<file path="src/rtl/audclk_pkg.sv">
// Shared widths, channel indices and configuration layout for the
// audio clock generator. Assumes 8-bit divider fields storing ratio-1.
package audclk_pkg;
    localparam int FIELD_W = 8;
    localparam int RATIO_W = FIELD_W + 1;
    localparam int CFG_W   = 3 * FIELD_W + 4;
    localparam int NUM_CH  = 2;
    localparam int CH_TX   = 0;
    localparam int CH_RX   = 1;

    // Configuration word, most significant field first.
    typedef struct packed {
        logic               slave;
        logic               bclk_inv;
        logic               rx_inv;
        logic               tx_inv;
        logic [FIELD_W-1:0] bit_div;
        logic [FIELD_W-1:0] rx_div;
        logic [FIELD_W-1:0] tx_div;
    } audclk_cfg_t;

    // Convert a stored field (ratio-1) into a ratio of at least 2.
    function automatic logic [RATIO_W-1:0] field_to_ratio(input logic [FIELD_W-1:0] f);
        logic [RATIO_W-1:0] r;
        r = {1'b0, f} + 1'b1;
        return (f == '0) ? RATIO_W'(2) : r;
    endfunction
endpackage

</file>
<file path="src/rtl/audclk_decode.sv">
// Field decode: splits the configuration word into control bits and
// turns each divider field into a clamped ratio. Purely combinational.
module audclk_decode
    import audclk_pkg::*;
(
    input  logic [CFG_W-1:0]              cfg_word,
    output audclk_cfg_t                   cfg,
    output logic [RATIO_W-1:0]            ratio_bit,
    output logic [NUM_CH-1:0][RATIO_W-1:0] ratio_frame
);
    // Map the word onto the structured view and derive ratios.
    always_comb begin
        cfg                = audclk_cfg_t'(cfg_word);
        ratio_bit          = field_to_ratio(cfg.bit_div);
        ratio_frame[CH_TX] = field_to_ratio(cfg.tx_div);
        ratio_frame[CH_RX] = field_to_ratio(cfg.rx_div);
    end
endmodule

</file>
<file path="src/rtl/audclk_bitdiv.sv">
// Bit-period divider: counts master cycles within one bit period and
// flags its last cycle. Assumes ratio >= 2. Ratio reloads on `reload`.
module audclk_bitdiv #(
    parameter int RATIO_W = 9
) (
    input  logic               clk,
    input  logic               rst_n,
    input  logic               hold,
    input  logic [RATIO_W-1:0] load_ratio,
    input  logic               reload,
    output logic               bit_end,
    output logic               bclk_lvl
);
    logic [RATIO_W-1:0] cnt;
    logic [RATIO_W-1:0] act;

    // Decode the end of a period and the level of the bit clock.
    always_comb begin
        bit_end  = (cnt == act - 1'b1);
        bclk_lvl = (cnt >= (act >> 1));
    end

    // Advance the cycle counter; take a new ratio only when told to.
    always_ff @(posedge clk) begin
        if (!rst_n || hold) begin
            cnt <= '0;
            act <= load_ratio;
        end else begin
            cnt <= bit_end ? '0 : cnt + 1'b1;
            if (reload) act <= load_ratio;
        end
    end
endmodule

</file>
<file path="src/rtl/audclk_framediv.sv">
// Frame divider: counts bit periods within a frame and reloads its own
// ratio at the frame end. Assumes ratio >= 2 and one step per bit.
module audclk_framediv #(
    parameter int RATIO_W = 9
) (
    input  logic               clk,
    input  logic               rst_n,
    input  logic               hold,
    input  logic               step,
    input  logic [RATIO_W-1:0] load_ratio,
    output logic               frame_end,
    output logic               lr_lvl,
    output logic [RATIO_W-1:0] act_ratio
);
    logic [RATIO_W-1:0] cnt;

    // Decode the frame end and the frame-clock level.
    always_comb begin
        frame_end = step && (cnt == act_ratio - 1'b1);
        lr_lvl    = (cnt >= (act_ratio >> 1));
    end

    // Count bit periods and swap the ratio at the frame boundary.
    always_ff @(posedge clk) begin
        if (!rst_n || hold) begin
            cnt       <= '0;
            act_ratio <= load_ratio;
        end else if (step) begin
            cnt <= frame_end ? '0 : cnt + 1'b1;
            if (frame_end) act_ratio <= load_ratio;
        end
    end
endmodule

</file>
<file path="src/rtl/audclk_sync.sv">
// Multi-flop synchroniser for the external clock pins. Assumes STAGES>=2
// and that inputs are slow relative to the master clock.
module audclk_sync #(
    parameter int WIDTH  = 3,
    parameter int STAGES = 2
) (
    input  logic             clk,
    input  logic             rst_n,
    input  logic [WIDTH-1:0] d,
    output logic [WIDTH-1:0] q
);
    logic [WIDTH-1:0] stg [STAGES];

    // Shift the pin values through the flop chain.
    always_ff @(posedge clk) begin
        if (!rst_n) begin
            for (int i = 0; i < STAGES; i++) stg[i] <= '0;
        end else begin
            stg[0] <= d;
            for (int i = 1; i < STAGES; i++) stg[i] <= stg[i-1];
        end
    end

    assign q = stg[STAGES-1];
endmodule

</file>
<file path="src/rtl/audio_clkgen.sv">
// Top: bit and frame clock generator. Generates clocks locally in master
// mode or forwards synchronised pins in slave mode; applies polarity and
// registers every output. Assumes cfg_word is quasi-static per frame.
module audio_clkgen
    import audclk_pkg::*;
#(
    parameter int SYNC_STAGES = 2
) (
    input  logic             clk,
    input  logic             rst_n,
    input  logic [CFG_W-1:0] cfg_word,
    input  logic             ext_bclk_i,
    input  logic             ext_tx_lrck_i,
    input  logic             ext_rx_lrck_i,
    output logic             bclk_o,
    output logic             tx_lrck_o,
    output logic             rx_lrck_o
);
    localparam int PIN_N = NUM_CH + 1;

    audclk_cfg_t                    cfg;
    logic [RATIO_W-1:0]             ratio_bit;
    logic [NUM_CH-1:0][RATIO_W-1:0] ratio_frame;
    logic [NUM_CH-1:0][RATIO_W-1:0] act_f;
    logic [NUM_CH-1:0]              frame_end;
    logic [NUM_CH-1:0]              lr_gen;
    logic [NUM_CH-1:0]              lr_inv;
    logic [NUM_CH-1:0]              lr_q;
    logic [PIN_N-1:0]               pin_sync;
    logic                           bit_end;
    logic                           bclk_gen;

    audclk_decode u_dec (
        .cfg_word    (cfg_word),
        .cfg         (cfg),
        .ratio_bit   (ratio_bit),
        .ratio_frame (ratio_frame)
    );

    audclk_bitdiv #(.RATIO_W(RATIO_W)) u_bdiv (
        .clk        (clk),
        .rst_n      (rst_n),
        .hold       (cfg.slave),
        .load_ratio (ratio_bit),
        .reload     (frame_end[CH_TX]),
        .bit_end    (bit_end),
        .bclk_lvl   (bclk_gen)
    );

    for (genvar ch = 0; ch < NUM_CH; ch++) begin : g_frame
        audclk_framediv #(.RATIO_W(RATIO_W)) u_fdiv (
            .clk        (clk),
            .rst_n      (rst_n),
            .hold       (cfg.slave),
            .step       (bit_end),
            .load_ratio (ratio_frame[ch]),
            .frame_end  (frame_end[ch]),
            .lr_lvl     (lr_gen[ch]),
            .act_ratio  (act_f[ch])
        );
    end

    audclk_sync #(.WIDTH(PIN_N), .STAGES(SYNC_STAGES)) u_sync (
        .clk   (clk),
        .rst_n (rst_n),
        .d     ({ext_rx_lrck_i, ext_tx_lrck_i, ext_bclk_i}),
        .q     (pin_sync)
    );

    assign lr_inv = {cfg.rx_inv, cfg.tx_inv};

    // Select the clock source, apply polarity and register the outputs.
    always_ff @(posedge clk) begin
        if (!rst_n) begin
            bclk_o <= 1'b0;
            lr_q   <= '0;
        end else begin
            bclk_o <= (cfg.slave ? pin_sync[0] : bclk_gen) ^ cfg.bclk_inv;
            for (int ch = 0; ch < NUM_CH; ch++)
                lr_q[ch] <= (cfg.slave ? pin_sync[ch+1] : lr_gen[ch]) ^ lr_inv[ch];
        end
    end

    assign tx_lrck_o = lr_q[CH_TX];
    assign rx_lrck_o = lr_q[CH_RX];
endmodule

</file>
<file path="config.mk">
export PLATFORM = sky130hd
export DESIGN_NAME = audio_clkgen
export DESIGN_NICKNAME = d
export VERILOG_FILES = /design/src/rtl/audclk_pkg.sv /design/src/rtl/audclk_decode.sv /design/src/rtl/audclk_bitdiv.sv /design/src/rtl/audclk_framediv.sv /design/src/rtl/audclk_sync.sv /design/src/rtl/audio_clkgen.sv
export SDC_FILE = /design/constraint.sdc
export NUM_CORES = 1
export LEC_CHECK = 0
export BUFFER_PORTS_ARGS = -buffer_cell sky130_fd_sc_hd__buf_2
export CAP_MARGIN = 20
export CORE_UTILIZATION = 40
export DETAILED_ROUTE_END_ITERATION = 10
export PLACE_DENSITY_LB_ADDON = 0.3
export SLEW_MARGIN = 20
export SYNTH_ARGS = -nofsm -noshare
export SYNTH_HDL_FRONTEND = slang
export SYNTH_SLANG_ARGS = --single-unit
</file>
<file path="constraint.sdc">
create_clock -name clk -period 4.3 [get_ports clk]
set_input_delay 0.43 -clock clk [delete_from_list [all_inputs] [get_ports clk]]
set_output_delay 0.43 -clock clk [all_outputs]
set_load 0.01 [all_outputs]
</file>
==> run_summary.xml, run 1 <==
<?xml version="1.0" encoding="UTF-8"?>
<metrics>
  <group name="synth">
    <metric name="adder_cell_share_of_the_synthesized_area" unit="%">10.32</metric>
    <metric name="summed_instance_area_of_the_synthesized_netlist" unit="µm²">4367</metric>
    <metric name="synth.cells.most_frequent" unit="">sky130_fd_sc_hd__inv_1 (48), sky130_fd_sc_hd__nand2_1 (48), sky130_fd_sc_hd__dfxtp_1 (36), sky130_fd_sc_hd__ha_1 (36), sky130_fd_sc_hd__xnor2_1 (33)</metric>
    <metric name="synth_top_cell_area_share" unit="%">18.57</metric>
    <metric name="synth_top_family_by_area" unit="">simple AND/OR/NAND/NOR gates</metric>
    <metric name="ys_top_cells_by_area" unit="">sky130_fd_sc_hd__edfxtp_1 (19%), sky130_fd_sc_hd__dfxtp_1 (17%), sky130_fd_sc_hd__ha_1 (10%)</metric>
    <metric name="ys_seq_elements" unit="">63</metric>
    <metric name="ys_types" unit="">58</metric>
    <metric name="syn_nets" unit="">565</metric>
    <metric name="synth_top_cell_by_area" unit="">sky130_fd_sc_hd__edfxtp_1</metric>
    <metric name="synth_async_sr_flop_share" unit="%">0</metric>
    <metric name="syn_inst" unit="">496</metric>
    <metric name="yosys_most_used_dff" unit="">sky130_fd_sc_hd__dfxtp_1</metric>
    <metric name="ys_seq_area_share" unit="%">35.07</metric>
    <metric name="post_synth_xor_area_fraction" unit="%">11.43</metric>
    <metric name="post_synth_and_or_nand_nor_area_fraction" unit="%">25.36</metric>
    <metric name="synth-edff-count" unit="">27</metric>
    <metric name="synth_compound_gate_area_share" unit="%">11.46</metric>
    <metric name="post_synth_mux_area_share" unit="%">0.4585</metric>
    <metric name="synthesis.yosys.warnings" unit="">0</metric>
    <metric name="synth_area_per_cell" unit="µm²">8.804</metric>
  </group>
  <group name="cts">
    <metric name="cts.reportedPaths.clkPinSlew" unit="ns">0.07</metric>
    <metric name="cts_tree" unit="">done</metric>
    <metric name="cts_buffers" unit="">9</metric>
    <metric name="cts.path.max_buffers" unit="">2</metric>
    <metric name="tritoncts_num_sinks" unit="">63</metric>
    <metric name="worst_skew_pair.late_latency" unit="ns">0.34</metric>
    <metric name="post_cts_setup_bufs" unit="">0</metric>
    <metric name="cts_resized" unit="">0</metric>
    <metric name="htree_levels" unit="">3</metric>
    <metric name="clk_root_buffer_cell" unit="">sky130_fd_sc_hd__clkbuf_8</metric>
    <metric name="cts_hold_buffers" unit="">0</metric>
  </group>
  <group name="grt">
    <metric name="first_global_vias" unit="">3407</metric>
    <metric name="overflow" unit="">0</metric>
    <metric name="track_usage" unit="%">17.29</metric>
    <metric name="number_of_antenna_violations_at_the_first_check_in_global_routing" unit="">0</metric>
    <metric name="grt_pass1_wl" unit="mm">15.75</metric>
    <metric name="grt_max_degree" unit="">19</metric>
  </group>
  <group name="setup_path">
    <metric name="critical_path.reg2reg.startpoint" unit="">g_frame[1].u_fdiv.act_ratio[0]</metric>
    <metric name="criticalPathCategory" unit="">flop to flop</metric>
    <metric name="setup.worst_path.start" unit="">g_frame[1].u_fdiv.act_ratio[0]</metric>
    <metric name="critical_path.top_delay_family" unit="">simple AND/OR/NAND/NOR gates</metric>
    <metric name="worstSetupPathDepth" unit="">7</metric>
    <metric name="setup.worst_path.start_class" unit="">flop</metric>
    <metric name="slowest_cell_on_the_critical_path" unit="">sky130_fd_sc_hd__o21ai_1</metric>
    <metric name="path_buf_inv" unit="">1</metric>
    <metric name="worst_path_largest_cell_delay" unit="ns">0.64</metric>
    <metric name="cp.required" unit="ns">4.27</metric>
    <metric name="critPathCapture" unit="">g_frame[1].u_fdiv.act_ratio[0]</metric>
    <metric name="path_cells" unit="">inv_1, ha_1, or4b_1, nor4_1, nor3_1, or4_1, o21ai_1</metric>
    <metric name="worst_r2r_endpoint" unit="">g_frame[1].u_fdiv.act_ratio[0]</metric>
    <metric name="worst-r2r-cell-count" unit="">7</metric>
    <metric name="critPathCaptureType" unit="">flop</metric>
    <metric name="setup.reg_to_reg.worst_slack" unit="ns">1.04</metric>
    <metric name="crit_fanout" unit="">10</metric>
    <metric name="crit_arrival" unit="ns">3.24</metric>
  </group>
  <group name="timing">
    <metric name="setup-violations-final" unit="">0</metric>
    <metric name="post-route-period-util" unit="%">75.88</metric>
    <metric name="final-max-slew-violation-count" unit="">0</metric>
    <metric name="worstMarginPinSlew" unit="ns">0.7081</metric>
    <metric name="fin_crit" unit="ns">3.263</metric>
    <metric name="setup_ws" unit="ns">1.037</metric>
    <metric name="final-hold-violation-count" unit="">0</metric>
    <metric name="final.setup_skew" unit="ns">0.008575</metric>
    <metric name="setup_total_negative_slack" unit="ns">0</metric>
    <metric name="rsz0062_at_grt" unit="">false</metric>
    <metric name="achievable-frequency" unit="GHz">0.3065</metric>
    <metric name="timing.slew.headroom" unit="%">52.48</metric>
  </group>
  <group name="detailed_routing">
    <metric name="antenna_left" unit="">0</metric>
    <metric name="drcViolationCount" unit="">0</metric>
    <metric name="routed_wl" unit="mm">8.981</metric>
    <metric name="vias" unit="">3559</metric>
    <metric name="firstDrtPassIters" unit="">4</metric>
    <metric name="wl_per_cell" unit="µm">13.38</metric>
    <metric name="post_drt_via_cell_ratio" unit="">5.304</metric>
    <metric name="initialDrtViolationCount" unit="">187</metric>
  </group>
  <group name="floorplan">
    <metric name="fp.dieArea" unit="µm²">11340</metric>
    <metric name="core_area" unit="µm²">10460</metric>
    <metric name="die_x" unit="µm">106.5</metric>
    <metric name="chipHeight" unit="µm">106.5</metric>
    <metric name="floorplan.initialDensity" unit="%">41.74</metric>
    <metric name="pin_count" unit="">36</metric>
    <metric name="placement_rows" unit="">37</metric>
  </group>
  <group name="final_layout">
    <metric name="fillers" unit="">1032</metric>
    <metric name="antenna_cells" unit="">0</metric>
    <metric name="final-seq-area" unit="µm²">1531</metric>
    <metric name="area_growth" unit="%">11.00</metric>
    <metric name="final_cells" unit="">671</metric>
    <metric name="nNetsFinal" unit="">599</metric>
    <metric name="multi_input_area" unit="µm²">2577</metric>
    <metric name="final_core_utilization" unit="%">46.33</metric>
    <metric name="drive_gt1_share" unit="%">12.90</metric>
  </group>
  <group name="pwr">
    <metric name="cellPowerDensity" unit="nW/µm²">283.6</metric>
    <metric name="power.ir.vdd_worst" unit="mV">0.1396</metric>
    <metric name="leakage" unit="nW">2.034</metric>
  </group>
  <group name="place">
    <metric name="post-dp-hpwl" unit="mm">6.728</metric>
    <metric name="inst_count_dp" unit="">655</metric>
    <metric name="preCtsSetupSlack" unit="ns">1.027</metric>
    <metric name="portBuffers" unit="">35</metric>
    <metric name="gp_routability_congestion" unit="">0.8442</metric>
  </group>
  <group name="worst_hold_path">
    <metric name="hold_path.class" unit="">input port to flop</metric>
  </group>
  <group name="status">
    <metric name="run_status" unit="">complete, no violations</metric>
  </group>
  <group name="job">
    <metric name="drv.max_cap_violation_count" unit="">0</metric>
  </group>
</metrics>
==> where the power goes <==
| part | total, mW | switching (mW) | internal (mW) |
|---|---|---|---|
| registers | 0.686 | 0.0297 | 0.656 |
| logic | 0.201 | 0.111 | 0.0904 |
| clock network | 0.488 | 0.230 | 0.258 |
==> state kept, by name (all words and copies together) (netlist names) <==
signal	cells
g_frame.u_fdiv.cnt	18
g_frame.u_fdiv.act_ratio	18
u_sync.stg	6
u_bdiv.cnt	9
bclk_o	1
lr_q	2
u_bdiv.act	9
==> worst min-delay path by stage <==
stage,depth (start not counted),startpoint,slack (ns),to
2_1_floorplan,1,u_sync.stg[0][0],0.41,u_sync.stg[0][3]
3_3_place_gp,1,u_sync.stg[0][2],0.42,u_sync.stg[0][5]
3_5_place_dp,1,u_sync.stg[0][0],0.42,u_sync.stg[0][3]
4_1_cts,2,ext_bclk_i,0.29,u_sync.stg[0][0]
5_1_grt,2,ext_tx_lrck_i,0.29,u_sync.stg[0][1]
6_report,2,ext_rx_lrck_i,0.30,u_sync.stg[0][2]
==> layer usage <==
metal,up-vias,track usage (%),wire (µm)
met1,1677,22.30,4310
met5,-,0,0
met4,0,5.871,106
li1,1826,-,-
met3,11,3.495,246
met2,45,28.76,4317
==> placed cells by master (no fill, tap or decap), types with 3 or more instances in the layout <==
cell	n
sky130_fd_sc_hd__edfxtp_1	27
sky130_fd_sc_hd__nand2b_1	8
sky130_fd_sc_hd__nand4_1	17
sky130_fd_sc_hd__a21oi_1	14
sky130_fd_sc_hd__or2_2	7
sky130_fd_sc_hd__buf_2	35
sky130_fd_sc_hd__clkbuf_8	10
sky130_fd_sc_hd__a21o_1	3
sky130_fd_sc_hd__nand2_1	48
sky130_fd_sc_hd__clkinv_2	4
sky130_fd_sc_hd__buf_4	3
sky130_fd_sc_hd__a41oi_1	3
sky130_fd_sc_hd__nor2_1	31
sky130_fd_sc_hd__dfxtp_1	36
sky130_fd_sc_hd__o211ai_1	3
sky130_fd_sc_hd__nor3_1	6
sky130_fd_sc_hd__inv_1	48
sky130_fd_sc_hd__xnor2_1	33
sky130_fd_sc_hd__and2_1	12
sky130_fd_sc_hd__o21ai_0	11
sky130_fd_sc_hd__ha_1	36
sky130_fd_sc_hd__o311ai_1	7
sky130_fd_sc_hd__nor4_1	20
sky130_fd_sc_hd__and3_1	14
sky130_fd_sc_hd__xor2_1	24
sky130_fd_sc_hd__nand3_1	26
sky130_fd_sc_hd__o21ai_1	7
==> cells by family (layout without fill, tap and decap cells) <==
group | count (synthesis) | count (layout)
simple gates | 206 | 206
compound gates | 68 | 68
buf+inv | 64 | 103
flops | 63 | 63
xor+xnor | 57 | 57
fa+ha+maj | 36 | 36
mux | 2 | 2
==> stage by stage <==
| stage | total power, mW | cell area (µm²) | hold WS [ns] |
|---|---|---|---|
| CTS | 1.392 | 4847 | 0.2895 |
| global route | 1.452 | 4847 | 0.2892 |
| global placement | 0.8931 | 4662 | 0.4214 |
| floorplan | 0.8352 | 4367 | 0.4119 |
| detailed placement | 0.8994 | 4662 | 0.4211 |
| finish | 1.375 | 4847 | 0.2998 |
==> layout make-up <==
type	instances	area share, %
clock inverter	3	0.3098
multi-input combinational	369	53.17
tap	136	3.511
inverter	49	3.820
clock buffer	13	3.511
timing repair buffer	38	4.078
sequential	63	31.60
(Power assumes the default switching activity.)
==> run 2: changes to the inputs <==
clock period = 2.76 ns   (was 4.3 ns; I/O delays follow)
==> run_summary.xml, run 2 (same netlist as run 1, synthesis figures left out) <==
<?xml version="1.0" encoding="UTF-8"?>
<metrics>
  <group name="grt">
    <metric name="overflow" unit="">0</metric>
    <metric name="gr-usage-met1" unit="%">21.43</metric>
    <metric name="grt_pass1_wl" unit="mm">15.96</metric>
    <metric name="track_usage" unit="%">17.52</metric>
    <metric name="number_of_antenna_violations_at_the_first_check_in_global_routing" unit="">0</metric>
    <metric name="first_global_vias" unit="">3518</metric>
    <metric name="grt_max_degree" unit="">15</metric>
    <metric name="globalRoute.busiestLayer" unit="">met2</metric>
    <metric name="globalRouteMet2Util" unit="%">30.29</metric>
    <metric name="grt_use_met3" unit="%">3.679</metric>
  </group>
  <group name="setup_path">
    <metric name="setup.worst_path.start_class" unit="">flop</metric>
    <metric name="slowest_cell_on_the_critical_path" unit="">sky130_fd_sc_hd__or4b_4</metric>
    <metric name="worstSetupPathDepth" unit="">8</metric>
    <metric name="critical_path.top_delay_family" unit="">simple AND/OR/NAND/NOR gates</metric>
    <metric name="setup.reg_to_reg.worst_slack" unit="ns">0.07</metric>
    <metric name="worst-r2r-cell-count" unit="">8</metric>
    <metric name="setup.worst_path.start" unit="">g_frame[1].u_fdiv.act_ratio[0]</metric>
    <metric name="path_buf_inv" unit="">2</metric>
    <metric name="criticalPathCategory" unit="">flop to flop</metric>
    <metric name="cp.required" unit="ns">2.83</metric>
    <metric name="critical_path.reg2reg.startpoint" unit="">g_frame[1].u_fdiv.act_ratio[0]</metric>
    <metric name="critPathCaptureType" unit="">flop</metric>
    <metric name="critPathCapture" unit="">g_frame[1].u_fdiv.act_ratio[5]</metric>
    <metric name="crit_arrival" unit="ns">2.76</metric>
    <metric name="worst_r2r_endpoint" unit="">g_frame[1].u_fdiv.act_ratio[5]</metric>
    <metric name="crit_fanout" unit="">9</metric>
    <metric name="path_cells" unit="">inv_1, ha_1, or4b_4, nor4_2, nor3_1, or4_1, o21ai_4, buf_12</metric>
    <metric name="worst_path_largest_cell_delay" unit="ns">0.49</metric>
  </group>
  <group name="final_layout">
    <metric name="nNetsFinal" unit="">622</metric>
    <metric name="drive_gt1_share" unit="%">18.10</metric>
    <metric name="final_cells" unit="">694</metric>
    <metric name="antenna_cells" unit="">0</metric>
    <metric name="final_cell_area" unit="µm²">5140</metric>
    <metric name="layout_top_registers" unit="">g_frame.u_fdiv.act_ratio x18, g_frame.u_fdiv.cnt x18</metric>
    <metric name="area_growth" unit="%">17.71</metric>
    <metric name="final_cell_mix" unit="">sky130_fd_sc_hd__inv_1 (48), sky130_fd_sc_hd__nand2_1 (48), sky130_fd_sc_hd__ha_1 (36), sky130_fd_sc_hd__dfxtp_1 (36), sky130_fd_sc_hd__buf_2 (35)</metric>
    <metric name="fillers" unit="">1010</metric>
  </group>
  <group name="place">
    <metric name="gp_routability_congestion" unit="">0.8461</metric>
    <metric name="portBuffers" unit="">35</metric>
    <metric name="dpl_cell_area" unit="µm²">4818</metric>
    <metric name="preCtsSetupSlack" unit="ns">0.09210</metric>
    <metric name="inst_count_dp" unit="">671</metric>
    <metric name="post-dp-hpwl" unit="mm">7.011</metric>
  </group>
  <group name="detailed_routing">
    <metric name="initialDrtViolationCount" unit="">140</metric>
    <metric name="vias" unit="">3638</metric>
    <metric name="wl_per_cell" unit="µm">13.55</metric>
    <metric name="post_drt_via_cell_ratio" unit="">5.242</metric>
    <metric name="routed_wl" unit="mm">9.401</metric>
    <metric name="firstDrtPassIters" unit="">4</metric>
    <metric name="antenna_left" unit="">0</metric>
    <metric name="drcViolationCount" unit="">0</metric>
  </group>
  <group name="timing">
    <metric name="final-max-slew-violation-count" unit="">0</metric>
    <metric name="final.setup_skew" unit="ns">0.008170</metric>
    <metric name="fin_crit" unit="ns">2.690</metric>
    <metric name="final-hold-violation-count" unit="">0</metric>
    <metric name="timing.slew.headroom" unit="%">69.32</metric>
    <metric name="setup_ws" unit="ns">0.06997</metric>
    <metric name="setup-violations-final" unit="">0</metric>
    <metric name="worstMarginPinSlew" unit="ns">0.4539</metric>
    <metric name="setup_total_negative_slack" unit="ns">0</metric>
    <metric name="post-route-period-util" unit="%">97.46</metric>
    <metric name="achievable-frequency" unit="GHz">0.3717</metric>
  </group>
  <group name="floorplan">
    <metric name="floorplan.initialDensity" unit="%">41.74</metric>
    <metric name="core_area" unit="µm²">10460</metric>
    <metric name="fp.dieArea" unit="µm²">11340</metric>
    <metric name="placement_rows" unit="">37</metric>
    <metric name="die_x" unit="µm">106.5</metric>
    <metric name="chipHeight" unit="µm">106.5</metric>
    <metric name="pin_count" unit="">36</metric>
  </group>
  <group name="pwr">
    <metric name="cellPowerDensity" unit="nW/µm²">443.2</metric>
    <metric name="design_power_total" unit="mW">2.278</metric>
    <metric name="power.ir.vdd_worst" unit="mV">0.1933</metric>
    <metric name="leakage" unit="nW">2.169</metric>
  </group>
  <group name="cts">
    <metric name="cts_hold_buffers" unit="">0</metric>
    <metric name="cts.path.max_buffers" unit="">2</metric>
    <metric name="htree_levels" unit="">3</metric>
    <metric name="cts_buffers" unit="">9</metric>
    <metric name="cts.reportedPaths.clkPinSlew" unit="ns">0.07</metric>
    <metric name="worst_skew_pair.late_latency" unit="ns">0.35</metric>
    <metric name="cts_tree" unit="">done</metric>
    <metric name="clk_root_buffer_cell" unit="">sky130_fd_sc_hd__clkbuf_8</metric>
    <metric name="tritoncts_num_sinks" unit="">63</metric>
  </group>
  <group name="status">
    <metric name="run_status" unit="">complete, no violations</metric>
  </group>
  <group name="job">
    <metric name="drv.max_cap_violation_count" unit="">0</metric>
  </group>
  <group name="worst_hold_path">
    <metric name="hold_path.class" unit="">input port to flop</metric>
  </group>
</metrics>
==> run 2: final cells by class <==
class | instances | area (µm²) | area share (%)
multi-input combinational | 370 | 2656 | 51.68
sequential | 63 | 1531 | 29.80
timing repair buffer | 60 | 391.6 | 7.619
inverter | 49 | 185.2 | 3.603
tap | 136 | 170.2 | 3.311
clock buffer | 12 | 135.1 | 2.629
clock inverter | 4 | 70.07 | 1.363
==> run 2: metal layers <==
metal	vias to the layer above	share of wire, %	wire [µm]
met5	-	0	0
met4	0	1.7	163
met3	17	3.4	324
met2	65	48	4529
met1	1677	47	4384
li1	1879	-	-
==> run 2: how the worst min path moves through the flow <==
| stage | slack (ns) | startpoint | cells after the start | endpoint |
|---|---|---|---|---|
| floorplan | 0.40 | ext_bclk_i | 1 | u_sync.stg[0][0] |
| global placement | 0.42 | u_sync.stg[0][2] | 1 | u_sync.stg[0][5] |
| detailed placement | 0.42 | u_sync.stg[0][2] | 1 | u_sync.stg[0][5] |
| CTS | 0.12 | ext_tx_lrck_i | 2 | u_sync.stg[0][1] |
| global route | 0.12 | ext_bclk_i | 2 | u_sync.stg[0][0] |
| finish | 0.13 | ext_tx_lrck_i | 2 | u_sync.stg[0][1] |
==> run 2: where the power goes <==
group | internal [mW] | switching, mW | total [mW]
combinational | 0.166 | 0.189 | 0.355
clock | 0.507 | 0.352 | 0.859
sequential | 1.02 | 0.0418 | 1.06
total | 1.69 | 0.584 | 2.28
==> run 2: worst register-to-register path, stage by stage, from the launching register on <==
cell	delay, ns
sky130_fd_sc_hd__edfxtp_1	0.44
sky130_fd_sc_hd__inv_1	0.09
sky130_fd_sc_hd__ha_1	0.18
sky130_fd_sc_hd__or4b_4	0.49
sky130_fd_sc_hd__nor4_2	0.30
sky130_fd_sc_hd__nor3_1	0.09
sky130_fd_sc_hd__or4_1	0.48
sky130_fd_sc_hd__o21ai_4	0.19
sky130_fd_sc_hd__buf_12	0.14
==> run 2: what timing repair did <==
| item | 4_1_cts | 5_1_grt |
|---|---|---|
| endpoints found under the hold margin | 0 | 0 |
| buffers inserted | 0 | 6 |
| resized for setup | 0 | 8 |
| setup endpoints to repair | 0 | 38 |
==> run 2: stage by stage <==
stage | utilization (%) | hold WS [ns]
2_1_floorplan | - | 0.4033
3_3_place_gp | 46.05 | 0.4247
3_5_place_dp | 46.05 | 0.4193
4_1_cts | 48.01 | 0.1179
5_1_grt | 49.13 | 0.1151
6_report | 49.13 | 0.1314
==> run 3: changes to the inputs <==
CTS_BUF_LIST = sky130_fd_sc_hd__clkbuf_8   (was unset)
==> run_summary.xml, run 3 (same netlist as run 1, synthesis figures left out) <==
<?xml version="1.0" encoding="UTF-8"?>
<metrics>
  <group name="setup_path">
    <metric name="cp.required" unit="ns">2.82</metric>
    <metric name="crit_arrival" unit="ns">2.76</metric>
    <metric name="crit_fanout" unit="">9</metric>
    <metric name="setup.worst_path.start_class" unit="">flop</metric>
    <metric name="worstSetupPathDepth" unit="">8</metric>
    <metric name="critPathCaptureType" unit="">flop</metric>
    <metric name="worst-r2r-cell-count" unit="">8</metric>
    <metric name="setup.reg_to_reg.worst_slack" unit="ns">0.07</metric>
    <metric name="critical_path.top_delay_family" unit="">simple AND/OR/NAND/NOR gates</metric>
    <metric name="worst_path_largest_cell_delay" unit="ns">0.49</metric>
    <metric name="path_cells" unit="">inv_1, ha_1, or4b_4, nor4_2, nor3_1, or4_1, o21ai_4, buf_12</metric>
    <metric name="setup.worst_path.start" unit="">g_frame[1].u_fdiv.act_ratio[0]</metric>
    <metric name="criticalPathCategory" unit="">flop to flop</metric>
    <metric name="path_buf_inv" unit="">2</metric>
    <metric name="slowest_cell_on_the_critical_path" unit="">sky130_fd_sc_hd__or4b_4</metric>
    <metric name="critical_path.reg2reg.startpoint" unit="">g_frame[1].u_fdiv.act_ratio[0]</metric>
    <metric name="critPathCapture" unit="">g_frame[1].u_fdiv.act_ratio[5]</metric>
    <metric name="worst_r2r_endpoint" unit="">g_frame[1].u_fdiv.act_ratio[5]</metric>
  </group>
  <group name="final_layout">
    <metric name="final_common_cell" unit="">sky130_fd_sc_hd__inv_1</metric>
    <metric name="nNetsFinal" unit="">622</metric>
    <metric name="antenna_cells" unit="">0</metric>
    <metric name="drive_gt1_share" unit="%">18.10</metric>
    <metric name="layout_top_registers" unit="">g_frame.u_fdiv.act_ratio x18, g_frame.u_fdiv.cnt x18</metric>
    <metric name="area_growth" unit="%">17.71</metric>
    <metric name="fillers" unit="">1010</metric>
    <metric name="final_cell_mix" unit="">sky130_fd_sc_hd__inv_1 (51), sky130_fd_sc_hd__nand2_1 (48), sky130_fd_sc_hd__ha_1 (36), sky130_fd_sc_hd__dfxtp_1 (36), sky130_fd_sc_hd__buf_2 (35)</metric>
  </group>
  <group name="timing">
    <metric name="hold-worst-slack" unit="ns">0.1313</metric>
    <metric name="post-route-period-util" unit="%">97.47</metric>
    <metric name="timing.slew.headroom" unit="%">69.32</metric>
    <metric name="setup_total_negative_slack" unit="ns">0</metric>
    <metric name="fin_crit" unit="ns">2.690</metric>
    <metric name="final.setup_skew" unit="ns">0.008455</metric>
    <metric name="setup-violations-final" unit="">0</metric>
    <metric name="worstMarginPinSlew" unit="ns">0.4539</metric>
    <metric name="final-max-slew-violation-count" unit="">0</metric>
    <metric name="achievable-frequency" unit="GHz">0.3717</metric>
    <metric name="final-hold-violation-count" unit="">0</metric>
  </group>
  <group name="detailed_routing">
    <metric name="routed_wl" unit="mm">9.395</metric>
    <metric name="vias" unit="">3633</metric>
    <metric name="antenna_left" unit="">0</metric>
    <metric name="drcViolationCount" unit="">0</metric>
    <metric name="post_drt_via_cell_ratio" unit="">5.235</metric>
    <metric name="initialDrtViolationCount" unit="">140</metric>
    <metric name="firstDrtPassIters" unit="">4</metric>
    <metric name="wl_per_cell" unit="µm">13.54</metric>
  </group>
  <group name="grt">
    <metric name="overflow" unit="">0</metric>
    <metric name="grt_max_degree" unit="">15</metric>
    <metric name="grt_pass1_wl" unit="mm">15.96</metric>
    <metric name="first_global_vias" unit="">3518</metric>
    <metric name="track_usage" unit="%">17.52</metric>
    <metric name="number_of_antenna_violations_at_the_first_check_in_global_routing" unit="">0</metric>
  </group>
  <group name="cts">
    <metric name="htree_levels" unit="">3</metric>
    <metric name="tritoncts_num_sinks" unit="">63</metric>
    <metric name="clk_root_buffer_cell" unit="">sky130_fd_sc_hd__clkbuf_8</metric>
    <metric name="cts_buffers" unit="">9</metric>
    <metric name="cts.reportedPaths.clkPinSlew" unit="ns">0.07</metric>
    <metric name="cts.path.max_buffers" unit="">2</metric>
    <metric name="worst_skew_pair.late_latency" unit="ns">0.35</metric>
    <metric name="cts_tree" unit="">done</metric>
  </group>
  <group name="worst_hold_path">
    <metric name="worstHoldStart" unit="">ext_tx_lrck_i</metric>
    <metric name="hold_path.class" unit="">input port to flop</metric>
  </group>
  <group name="place">
    <metric name="post-dp-hpwl" unit="mm">7.011</metric>
    <metric name="portBuffers" unit="">35</metric>
    <metric name="gp_routability_congestion" unit="">0.8461</metric>
  </group>
  <group name="floorplan">
    <metric name="placement_rows" unit="">37</metric>
    <metric name="core_area" unit="µm²">10460</metric>
    <metric name="die_x" unit="µm">106.5</metric>
    <metric name="floorplan.initialDensity" unit="%">41.74</metric>
    <metric name="chipHeight" unit="µm">106.5</metric>
    <metric name="pin_count" unit="">36</metric>
    <metric name="fp.dieArea" unit="µm²">11340</metric>
  </group>
  <group name="job">
    <metric name="drv.max_cap_violation_count" unit="">0</metric>
  </group>
  <group name="pwr">
    <metric name="power.ir.vdd_worst" unit="mV">0.1932</metric>
    <metric name="leakage" unit="nW">2.181</metric>
    <metric name="cellPowerDensity" unit="nW/µm²">441.1</metric>
  </group>
  <group name="status">
    <metric name="run_status" unit="">complete, no violations</metric>
  </group>
</metrics>
-- run 3: cell count changes in the layout (fill, tap and decap cells not counted), sizes merged --
cell,delta
inv,+3
clkbuf,-3
-- run 3: routing by layer --
metal,vias up,GRT usage (%),wire length (µm)
li1,1879,-,-
met1,1670,21.43,4386
met2,67,30.29,4515
met3,17,3.679,330
met4,0,6.262,163
met5,-,0,0
-- run 3: how the worst min path moves through the flow --
stage                                   to  slack [ns]  depth (start not counted)
after global routing      u_sync.stg[0][0]        0.11                          2
after global placement    u_sync.stg[0][5]        0.42                          1
after CTS                 u_sync.stg[0][1]        0.12                          2
final                     u_sync.stg[0][1]        0.13                          2
after floorplan           u_sync.stg[0][0]        0.40                          1
after detailed placement  u_sync.stg[0][5]        0.42                          1
-- run 3: repair_timing --
| action | 4_1_cts | 5_1_grt |
|---|---|---|
| endpoints found under the setup margin | 0 | 38 |
| hold buffers | 0 | 0 |
| setup buffers | 0 | 6 |
| gates resized for setup | 0 | 8 |
-- run 3: area by class of cell --
| class | count | area [µm²] | area share, % |
|---|---|---|---|
| multi-input cells | 370 | 2656 | 51.68 |
| clock inverters | 7 | 81.33 | 1.582 |
| flip-flops and latches | 63 | 1531 | 29.80 |
| inverters | 49 | 185.2 | 3.603 |
| repair buffers | 60 | 391.6 | 7.619 |
| well taps | 136 | 170.2 | 3.311 |
| clock buffers | 9 | 123.9 | 2.410 |
-- run 3: through the flow --
step	setup slack (ns)	instances	utilization, %	cell area (µm²)	power, mW
final	0.06986	694	49.13	5140	2.267
after global routing	-0.03342	694	49.13	5140	2.372
after CTS	0.08315	687	48.01	5024	2.275
after detailed placement	0.09210	671	46.05	4818	1.423
after global placement	0.1481	671	46.05	4818	1.412
after floorplan	0.01812	496	-	4404	1.304
-- run 3: power by group --
part	leakage, nW	total (mW)	internal (mW)	switching [mW]
Clock	0.117	0.848	0.495	0.353
Combinational	1.49	0.355	0.166	0.189
Sequential	0.570	1.06	1.02	0.0417
Total	2.18	2.27	1.68	0.584
